--- src/rtl/col_gen_pkg.sv ---
package col_gen_pkg;
    localparam int unsigned CODE_W = 3;
    localparam logic [CODE_W-1:0] BLC_ONE   = 3'd0;
    localparam logic [CODE_W-1:0] BLC_TWO   = 3'd1;
    localparam logic [CODE_W-1:0] BLC_FOUR  = 3'd2;
    localparam logic [CODE_W-1:0] BLC_EIGHT = 3'd3;
    localparam logic [CODE_W-1:0] BLC_PAGE  = 3'd7;
    localparam logic ORDER_SEQ = 1'b0;
    localparam logic ORDER_XOR = 1'b1;
endpackage

--- src/rtl/bl_decode.sv ---
module bl_decode
    import col_gen_pkg::*;
#(
    parameter int unsigned COL_W = 9,
    localparam int unsigned LG_W = $clog2(COL_W + 1)
) (
    input  logic [CODE_W-1:0] code_i,
    input  logic              order_i,
    output logic              legal_o,
    output logic              page_o,
    output logic [LG_W-1:0]   lg_o
);
    always_comb begin
        legal_o = 1'b1;
        page_o  = 1'b0;
        lg_o    = '0;
        unique case (code_i)
            BLC_ONE:   lg_o = LG_W'(0);
            BLC_TWO:   lg_o = LG_W'(1);
            BLC_FOUR:  lg_o = LG_W'(2);
            BLC_EIGHT: lg_o = LG_W'(3);
            BLC_PAGE: begin
                lg_o    = LG_W'(COL_W);
                page_o  = 1'b1;
                legal_o = (order_i == ORDER_SEQ);
            end
            default:   legal_o = 1'b0;
        endcase
    end
endmodule

--- src/rtl/col_order_calc.sv ---
module col_order_calc
    import col_gen_pkg::*;
#(
    parameter int unsigned COL_W = 9,
    localparam int unsigned LG_W = $clog2(COL_W + 1)
) (
    input  logic [COL_W-1:0] start_i,
    input  logic [COL_W-1:0] beat_i,
    input  logic [LG_W-1:0]  lg_i,
    input  logic             order_i,
    output logic [COL_W-1:0] col_o
);
    logic [COL_W-1:0] low_mask;
    logic [COL_W-1:0] seq_col;
    logic [COL_W-1:0] xor_col;

    always_comb begin
        low_mask = (COL_W'(1) << lg_i) - COL_W'(1);
        seq_col  = (start_i & ~low_mask) | ((start_i + beat_i) & low_mask);
        xor_col  = start_i ^ (beat_i & low_mask);
        col_o    = (order_i == ORDER_XOR) ? xor_col : seq_col;
    end
endmodule

--- src/rtl/sdram_col_gen.sv ---
module sdram_col_gen
    import col_gen_pkg::*;
#(
    parameter int unsigned COL_W = 9
) (
    input  logic             clk,
    input  logic             rst_n,
    input  logic             cmd_i,
    input  logic [2:0]       bl_code_i,
    input  logic             btype_i,
    input  logic [COL_W-1:0] start_col_i,
    input  logic             term_i,
    output logic [COL_W-1:0] col_o,
    output logic             valid_o,
    output logic             done_o,
    output logic             err_o
);
    localparam int unsigned LG_W = $clog2(COL_W + 1);

    typedef struct packed {
        logic             active;
        logic             page;
        logic [LG_W-1:0]  lg;
        logic             order;
        logic [COL_W-1:0] start;
        logic [COL_W-1:0] beat;
        logic [COL_W-1:0] col;
        logic             valid;
        logic             done;
        logic             err;
    } gen_state_t;

    gen_state_t st_d, st_q;

    logic             dec_legal;
    logic             dec_page;
    logic [LG_W-1:0]  dec_lg;
    logic [COL_W-1:0] next_col;
    logic [COL_W-1:0] fixed_len;

    bl_decode #(.COL_W(COL_W)) i_decode (
        .code_i  (bl_code_i),
        .order_i (btype_i),
        .legal_o (dec_legal),
        .page_o  (dec_page),
        .lg_o    (dec_lg)
    );

    col_order_calc #(.COL_W(COL_W)) i_calc (
        .start_i (st_q.start),
        .beat_i  (st_q.beat),
        .lg_i    (st_q.lg),
        .order_i (st_q.order),
        .col_o   (next_col)
    );

    always_comb begin
        fixed_len  = COL_W'(1) << st_q.lg;
        st_d       = st_q;
        st_d.valid = 1'b0;
        st_d.done  = 1'b0;
        st_d.err   = 1'b0;
        if (cmd_i) begin
            if (!dec_legal) begin
                st_d.err    = 1'b1;
                st_d.active = 1'b0;
            end else begin
                st_d.active = 1'b1;
                st_d.page   = dec_page;
                st_d.lg     = dec_lg;
                st_d.order  = btype_i;
                st_d.start  = start_col_i;
                st_d.col    = start_col_i;
                st_d.beat   = COL_W'(1);
                st_d.valid  = 1'b1;
            end
        end else if (st_q.active) begin
            if (term_i) begin
                st_d.active = 1'b0;
            end else if (!st_q.page && st_q.beat == fixed_len) begin
                st_d.active = 1'b0;
                st_d.done   = 1'b1;
            end else begin
                st_d.col   = next_col;
                st_d.valid = 1'b1;
                st_d.beat  = st_q.beat + COL_W'(1);
            end
        end
    end

    always_ff @(posedge clk) begin
        if (!rst_n) begin
            st_q <= '0;
        end else begin
            st_q <= st_d;
        end
    end

    assign col_o   = st_q.col;
    assign valid_o = st_q.valid;
    assign done_o  = st_q.done;
    assign err_o   = st_q.err;

    assert_first_beat_R2: assert property (@(posedge clk) disable iff (!rst_n)
        (cmd_i && dec_legal) |=> (valid_o && col_o == $past(start_col_i)));

    assert_in_block_R5: assert property (@(posedge clk) disable iff (!rst_n)
        valid_o |-> (((col_o ^ st_q.start) >> st_q.lg) == '0));

    assert_done_after_beat_R6: assert property (@(posedge clk) disable iff (!rst_n)
        done_o |-> $past(valid_o));

    assert_term_stops_R8: assert property (@(posedge clk) disable iff (!rst_n)
        (st_q.active && term_i && !cmd_i) |=> (!valid_o && !done_o));

    assert_illegal_no_beat_R9: assert property (@(posedge clk) disable iff (!rst_n)
        (cmd_i && !dec_legal) |=> (err_o && !valid_o));

    assert_exclusive_R11: assert property (@(posedge clk) disable iff (!rst_n)
        $onehot0({valid_o, done_o, err_o}));
endmodule

--- config.mk ---
export PLATFORM = sky130hd
export DESIGN_NAME = sdram_col_gen
export DESIGN_NICKNAME = d
export VERILOG_FILES = /design/src/rtl/col_gen_pkg.sv /design/src/rtl/bl_decode.sv /design/src/rtl/col_order_calc.sv /design/src/rtl/sdram_col_gen.sv
export SDC_FILE = /design/constraint.sdc
export NUM_CORES = 1
export LEC_CHECK = 0
export BUFFER_PORTS_ARGS = -buffer_cell sky130_fd_sc_hd__buf_2
export CAP_MARGIN = 20
export CORE_MARGIN = 2
export CORE_UTILIZATION = 30
export DETAILED_ROUTE_END_ITERATION = 10
export SLEW_MARGIN = 20
export SYNTH_ARGS = -nofsm -noshare
export SYNTH_HDL_FRONTEND = slang
export SYNTH_HIERARCHICAL = 1
export SYNTH_SLANG_ARGS = --single-unit
export TNS_END_PERCENT = 1
--- constraint.sdc ---
create_clock -name clk -period 2.4 [get_ports clk]
set_input_delay 0.36 -clock clk [delete_from_list [all_inputs] [get_ports clk]]
set_output_delay 0.36 -clock clk [all_outputs]
set_load 0.02 [all_outputs]
Word level (Yosys, flattened, before mapping) --
Cells that the tools add are included.
Cells by class: add/subtract/negate cells 3, shift operators 1, multiplexer cells 16, bitwise gates (word level) 9, reductions and logical operators 9, equality and inequality tests 8
Operators by type and width (count):
- $mux 19 | 3
- $mux 20 | 2
- $and 9x9->9 | 3
- $pmux 4 s4 | 1
- $add 9x1->9 const B | 1
- $add 9x9->9 | 1
- $eq 9x9->1 | 1
- $mux 9 | 1
- $not 9->9 | 1
- $or 9x9->9 | 1
- $shl 1x4->9 const A | 1
- $sub 9x2->9 const B | 1
- $xor 9x9->9 | 1
- $mux 1 | 8
- $reduce_or 4->1 | 2
- $eq 3x2->1 const B | 2
- $ne 2x2->1 const B | 2
- $reduce_and 2->1 | 2
- $reduce_and 4->1 | 1
- $eq 3x1->1 const B | 1
- $eq 3x3->1 const B | 1
- $logic_not 3->1 | 1
- $not 1->1 | 3
- $ne 2x1->1 const B | 1
- other kinds (4) | 4
Storage, ports and cells: output and inout bits 12, word-level logic and storage cells 56, flip-flop bits (word level) 37

Logic depth before layout (Yosys ltp) --
depth after elaboration 10, gate-level depth with buffers 13

Cells and area by module --
The synthesis kept the hierarchy.
By module, submodules not included:
- sdram_col_gen | area an instance 1815.5 sq um, times used 1, cells each 211, sequential area each 720.7 sq um
- col_order_calc | area an instance 827.0 sq um, times used 1, cells each 113, sequential area each 0.0 sq um
- bl_decode | area an instance 53.8 sq um, times used 1, cells each 9, sequential area each 0.0 sq um

Worst setup path before layout --
Ideal clock, no wire load.
path type flip-flop to flip-flop, start point reg st_q[12] (netlist bit), end point reg st_q, in the netlist col_o[6], data required time 2.283 ns, buffers on the path 0, cell stages (with the launch flop) 11, clock period less this slack 2.196 ns, setup slack 0.204 ns, data arrival time 2.079 ns, cells stage by stage dfxtp_1 > ha_1 > fa_1 > nand3_1 > a21boi_1 > o21a_1 > or3_1 > a31o_1 > nand2_1 > o21ai_1 > a22o_1
Between the ends: word-level cells in the longest chain between the ends 8, elaborated cells on any way between the ends 12, those cells by class add/sub: 1; eq/ne: 2; mux: 5; bitwise: 2; reduce/logical: 2
Ends and longest elaborated chain:
- from (decl) | line sdram_col_gen.sv:33 | gen_state_t st_d, st_q;
- from (signal assigned) | line sdram_col_gen.sv:95 | st_q <= st_d;
- $add 9x9->9 | line col_order_calc.sv:19 | seq_col = (start_i & ~low_mask) | ((start_i + beat_i) & low_mask);
- $and 9x9->9 | line col_order_calc.sv:19
- $or 9x9->9 | line col_order_calc.sv:19
- $mux 9 | line col_order_calc.sv:21 | col_o = (order_i == ORDER_XOR) ? xor_col : seq_col;
- via next_col[6] | line sdram_col_gen.sv:38 | logic [COL_W-1:0] next_col;
- $mux 19 | line sdram_col_gen.sv:80 | end else if (!st_q.page && st_q.beat == fixed_len) begin
- $mux 20 | line sdram_col_gen.sv:78 | if (term_i) begin
- $mux 20 | line sdram_col_gen.sv:77 | end else if (st_q.active) begin
- $mux 19 | line sdram_col_gen.sv:63 | if (cmd_i) begin
The timed path passes the listed nets, and every way through them passes these cells. The select of a mux whose other input is x is not followed. A chain may end at the register's enable or synchronous reset.

Worst setup path in the final report --
start point reg st_q[34] (netlist bit), end point reg st_q, in the netlist col_o[3]
Between the ends: word-level cells in the longest chain between the ends 10, elaborated cells on any way between the ends 17, those cells by class add/sub: 1; eq/ne: 2; shift: 1; mux: 5; bitwise: 6; reduce/logical: 2
Ends and longest elaborated chain:
- $shl 1x4->9 (*) | line col_order_calc.sv:18, sdram_col_gen.sv:58
- $sub 9x2->9 | line col_order_calc.sv:18 | low_mask = (COL_W'(1) << lg_i) - COL_W'(1);
- $not 9->9 | line col_order_calc.sv:19
- $and 9x9->9 | line col_order_calc.sv:19
- $or 9x9->9 | line col_order_calc.sv:19
- $mux 9 | line col_order_calc.sv:21
- $mux 19 | line sdram_col_gen.sv:80
- $mux 20 | line sdram_col_gen.sv:78
- $mux 20 | line sdram_col_gen.sv:77
- $mux 19 | line sdram_col_gen.sv:63
Mark *: on every way between the ends. The rest lies on a longest branch, timed or not. The select of a mux whose other input is x is not followed.

==> flow_results.xml <==
<?xml version="1.0" encoding="UTF-8"?>
<metrics>
  <group name="route">
    <metric name="average_wire_per_cell_in_the_routed_design" unit="um">15.1</metric>
    <metric name="vias_per_instance" unit="">5.29</metric>
    <metric name="drt_drc_violations_left" unit="">0</metric>
    <metric name="total_via_count_after_detailed_routing" unit="">2535</metric>
    <metric name="ant_nets" unit="">0</metric>
    <metric name="first_iter_violations" unit="">170</metric>
    <metric name="wirelength" unit="mm">7.22</metric>
    <metric name="drt_pre_antenna_iters" unit="">4</metric>
  </group>
  <group name="timing">
    <metric name="achievable-frequency" unit="MHz">433</metric>
    <metric name="finalSetupViolations" unit="">0</metric>
    <metric name="fin_crit" unit="ns">2.31</metric>
    <metric name="timing.final.hold_violations" unit="">0</metric>
    <metric name="part_of_the_cycle_the_worst_path_needs" unit="%">96.3</metric>
    <metric name="setup_repair_after_global_routing_missed_its_margin" unit="">yes</metric>
    <metric name="clock-skew-final" unit="ns">0.00494</metric>
    <metric name="final_max_slew_viol_count" unit="">0</metric>
    <metric name="whs" unit="ns">0.328</metric>
  </group>
  <group name="clock_network">
    <metric name="cts_buffer_depth" unit="">2</metric>
    <metric name="cts_tree" unit="">yes</metric>
    <metric name="htree_num_levels" unit="">2</metric>
    <metric name="cts-hold-fix-buffers" unit="">0</metric>
    <metric name="clock_insertion_delay_worst_skew" unit="ns">0.29</metric>
    <metric name="root_buffer" unit="">sky130_fd_sc_hd__clkbuf_8</metric>
    <metric name="cts.reportedPaths.clkPinSlew" unit="ns">0.08</metric>
    <metric name="cts_sinks" unit="">36</metric>
    <metric name="numCtsBuffers" unit="">5</metric>
  </group>
  <group name="die">
    <metric name="die-area" unit="mm2">0.00976</metric>
    <metric name="starting_density_of_the_core" unit="%">30.9</metric>
    <metric name="chipWidth" unit="um">98.8</metric>
    <metric name="core-area" unit="mm2">0.00872</metric>
    <metric name="overall_die_height" unit="um">98.8</metric>
    <metric name="standard_cell_row_count" unit="">34</metric>
    <metric name="pin_count" unit="">29</metric>
  </group>
  <group name="pwr">
    <metric name="p_comb_share" unit="%">23.0</metric>
    <metric name="cellInternalPower" unit="mW">0.969</metric>
    <metric name="fraction_of_power_consumed_by_the_clock_network" unit="%">31.2</metric>
    <metric name="leakage_power" unit="nW">1.27</metric>
    <metric name="ir_drop_worst_vdd" unit="V">0.000470</metric>
    <metric name="share_of_power_burned_in_registers" unit="%">45.8</metric>
    <metric name="power.net_switching" unit="mW">0.439</metric>
    <metric name="switching_share" unit="%">31.2</metric>
    <metric name="power.density" unit="mW/mm2">448</metric>
  </group>
  <group name="yosys">
    <metric name="synth_top_area_share" unit="%">26.7</metric>
    <metric name="postSynthRegisterBits" unit="">36</metric>
    <metric name="synth-seq-area-share" unit="%">26.7</metric>
    <metric name="synthesis.yosys.warnings" unit="">6</metric>
    <metric name="mean_instance_size_in_the_synthesized_netlist" unit="um2">8.10</metric>
    <metric name="synthesis.nets" unit="">361</metric>
    <metric name="synth.most_common_cell" unit="">sky130_fd_sc_hd__nand2_1</metric>
    <metric name="yosys-top-cells-count" unit="">49 x sky130_fd_sc_hd__nand2_1, 36 x sky130_fd_sc_hd__dfxtp_1, 29 x sky130_fd_sc_hd__a21oi_1, 15 x sky130_fd_sc_hd__buf_4</metric>
    <metric name="count_of_flip_flops_with_a_built_in_enable_after_synthesis" unit="">0</metric>
    <metric name="netlist.top_cell.by_area" unit="">sky130_fd_sc_hd__dfxtp_1</metric>
    <metric name="synth_area_leaders" unit="">sky130_fd_sc_hd__dfxtp_1 27%, sky130_fd_sc_hd__nand2_1 6.8%, sky130_fd_sc_hd__a21oi_1 5.4%</metric>
    <metric name="postSynthCellCount" unit="">333</metric>
    <metric name="netlist-cell-type-count" unit="">70</metric>
    <metric name="syn_area" unit="mm2">0.00270</metric>
    <metric name="synth_async_sr_flop_share" unit="%">0</metric>
    <metric name="synth_ff_type" unit="">sky130_fd_sc_hd__dfxtp_1</metric>
  </group>
  <group name="placement">
    <metric name="detailed_place.area" unit="mm2">0.00295</metric>
    <metric name="dp_hpwl" unit="mm">5.56</metric>
    <metric name="io_buffers" unit="">28</metric>
    <metric name="routabilityCongestion" unit="">0.864</metric>
  </group>
  <group name="flow_run">
    <metric name="drv.max_cap_violation_count" unit="">0</metric>
  </group>
  <group name="cells_and_area">
    <metric name="layout-drive-gt1-share" unit="%">27.8</metric>
    <metric name="final_cell_area" unit="mm2">0.00314</metric>
    <metric name="areaGrowthSynthToFinish" unit="%">16.6</metric>
    <metric name="antenna_cells_inserted" unit="">0</metric>
    <metric name="nFillCells" unit="">906</metric>
    <metric name="num-nets-final" unit="">398</metric>
  </group>
  <group name="grt">
    <metric name="antenna_found_initial" unit="">0</metric>
    <metric name="grt_pass1_wl" unit="mm">11.7</metric>
    <metric name="globalRouteMet3Util" unit="%">1.13</metric>
    <metric name="top_usage_layer" unit="">met2</metric>
    <metric name="grt_util_all_layers" unit="%">14.7</metric>
    <metric name="grtUsageMet1" unit="%">18.3</metric>
    <metric name="grt_start_max_net_pins" unit="">17</metric>
    <metric name="grt_util_met2" unit="%">26.9</metric>
    <metric name="grt_pass1_vias" unit="">2395</metric>
    <metric name="overflow_left_after_global_routing" unit="">0</metric>
  </group>
  <group name="critical_path">
    <metric name="critPathMaxFanout" unit="">10</metric>
    <metric name="worst_ep_required_time" unit="ns">2.58</metric>
    <metric name="crit_arrival" unit="ns">2.49</metric>
    <metric name="criticalPathCategory" unit="">reg2reg</metric>
    <metric name="end_kind" unit="">flop</metric>
    <metric name="critPathLaunchType" unit="">flop</metric>
  </group>
  <group name="status">
    <metric name="outcome" unit="">completed</metric>
  </group>
  <group name="hold_path">
    <metric name="hp-class" unit="">in2reg</metric>
  </group>
</metrics>
## area by class of cell
type	count	area, um2	share of cell area (%)
Clock buffer	5	68.8	2.19
Clock inverter	3	23.8	0.756
Tap cell	108	135	4.30
Sequential cell	36	732	23.3
Multi-Input combinational cell	257	1750	55.7
Inverter	9	33.8	1.07
Timing Repair Buffer	61	400	12.7
## worst paths after layout
path / startpoint / to / slack [ns] / depth (start not counted)
setup reg to reg: st_q[34] / col_o[3] / 0.09 / 8
hold / removal: btype_i / st_q[30] / 0.33 / 3
setup / recovery: st_q[34] / col_o[3] / 0.09 / 8
hold reg to reg: st_q[35] / st_q[35] / 0.48 / 2
## stage by stage
stage	instances	utilization [%]	power, mW	setup slack (ns)	setup TNS (ns)
finish	479	36.0	1.41	0.0898	0
global route	479	36.0	1.48	-0.0275	-0.0275
CTS	472	34.9	1.41	0.0124	0
detailed placement	464	33.9	0.964	-0.0540	-0.0540
global placement	464	33.9	0.958	-0.0553	-0.0553
floorplan	333	-	0.885	0.204	0
## power groups by stage
stage	clock, mW	combinational, mW	sequential, mW
after global placement	0	0.298	0.660
after CTS	0.454	0.307	0.646
after detailed placement	0	0.304	0.660
final	0.440	0.324	0.645
after global routing	0.472	0.355	0.649
after floorplan	0	0.232	0.653
## logic make-up after synthesis
group	share of synthesized area (%)
xor+xnor	2.60
other cells	0.139
compound gates	29.6
flops	26.7
fa+ha+maj	5.38
simple gates	23.7
buf+inv	9.65
mux	2.23
## critical path: stages, from the launching register on
cell	delay [ns]
sky130_fd_sc_hd__dfxtp_4	0.40
sky130_fd_sc_hd__buf_4	0.13
sky130_fd_sc_hd__or3b_1	0.37
sky130_fd_sc_hd__o22ai_1	0.18
sky130_fd_sc_hd__a21oi_1	0.13
sky130_fd_sc_hd__a2111oi_4	0.47
sky130_fd_sc_hd__buf_4	0.25
sky130_fd_sc_hd__o21ai_1	0.09
sky130_fd_sc_hd__a22o_1	0.18
## per-layer routing
layer	routed length [um]	vias up
li1	-	1277
met3	270	6
met5	0	-
met2	3710	50
met4	78	0
met1	3160	1202
## cell usage in the layout (no fill, tap or decap), types with 3 or more instances in the layout
cell	instances
sky130_fd_sc_hd__a21o_1	5
sky130_fd_sc_hd__a21oi_1	29
sky130_fd_sc_hd__a22o_1	10
sky130_fd_sc_hd__a31oi_1	3
sky130_fd_sc_hd__and3_1	3
sky130_fd_sc_hd__buf_2	28
sky130_fd_sc_hd__buf_4	32
sky130_fd_sc_hd__clkbuf_8	5
sky130_fd_sc_hd__dfxtp_1	31
sky130_fd_sc_hd__dfxtp_2	3
sky130_fd_sc_hd__ha_1	9
sky130_fd_sc_hd__inv_1	8
sky130_fd_sc_hd__mux2i_1	6
sky130_fd_sc_hd__nand2_1	49
sky130_fd_sc_hd__nand2b_1	5
sky130_fd_sc_hd__nand3_1	11
sky130_fd_sc_hd__nand3b_1	4
sky130_fd_sc_hd__nor2_1	12
sky130_fd_sc_hd__nor3_1	4
sky130_fd_sc_hd__nor3b_1	4
sky130_fd_sc_hd__o21a_1	5
sky130_fd_sc_hd__o21ai_0	12
sky130_fd_sc_hd__o21ai_1	12
sky130_fd_sc_hd__o311ai_0	4
sky130_fd_sc_hd__o31ai_1	3
sky130_fd_sc_hd__o31ai_2	4
sky130_fd_sc_hd__or3_1	4
sky130_fd_sc_hd__xnor2_1	4
sky130_fd_sc_hd__xor2_1	4
## registers in the layout, indices dropped and copies added, names as in the netlist
signal / cells
col_o: 9
done_o: 1
err_o: 1
st_q: 25
## repair_timing
action / 4_1_cts / 5_1_grt
setup endpoints to repair: 2 / 18
hold endpoints to repair: 0 / 0
buffers inserted: 0 / 7
gates resized for setup: 1 / 13
pin swaps: 1 / 3
Power figures use the tool's default switching activity.
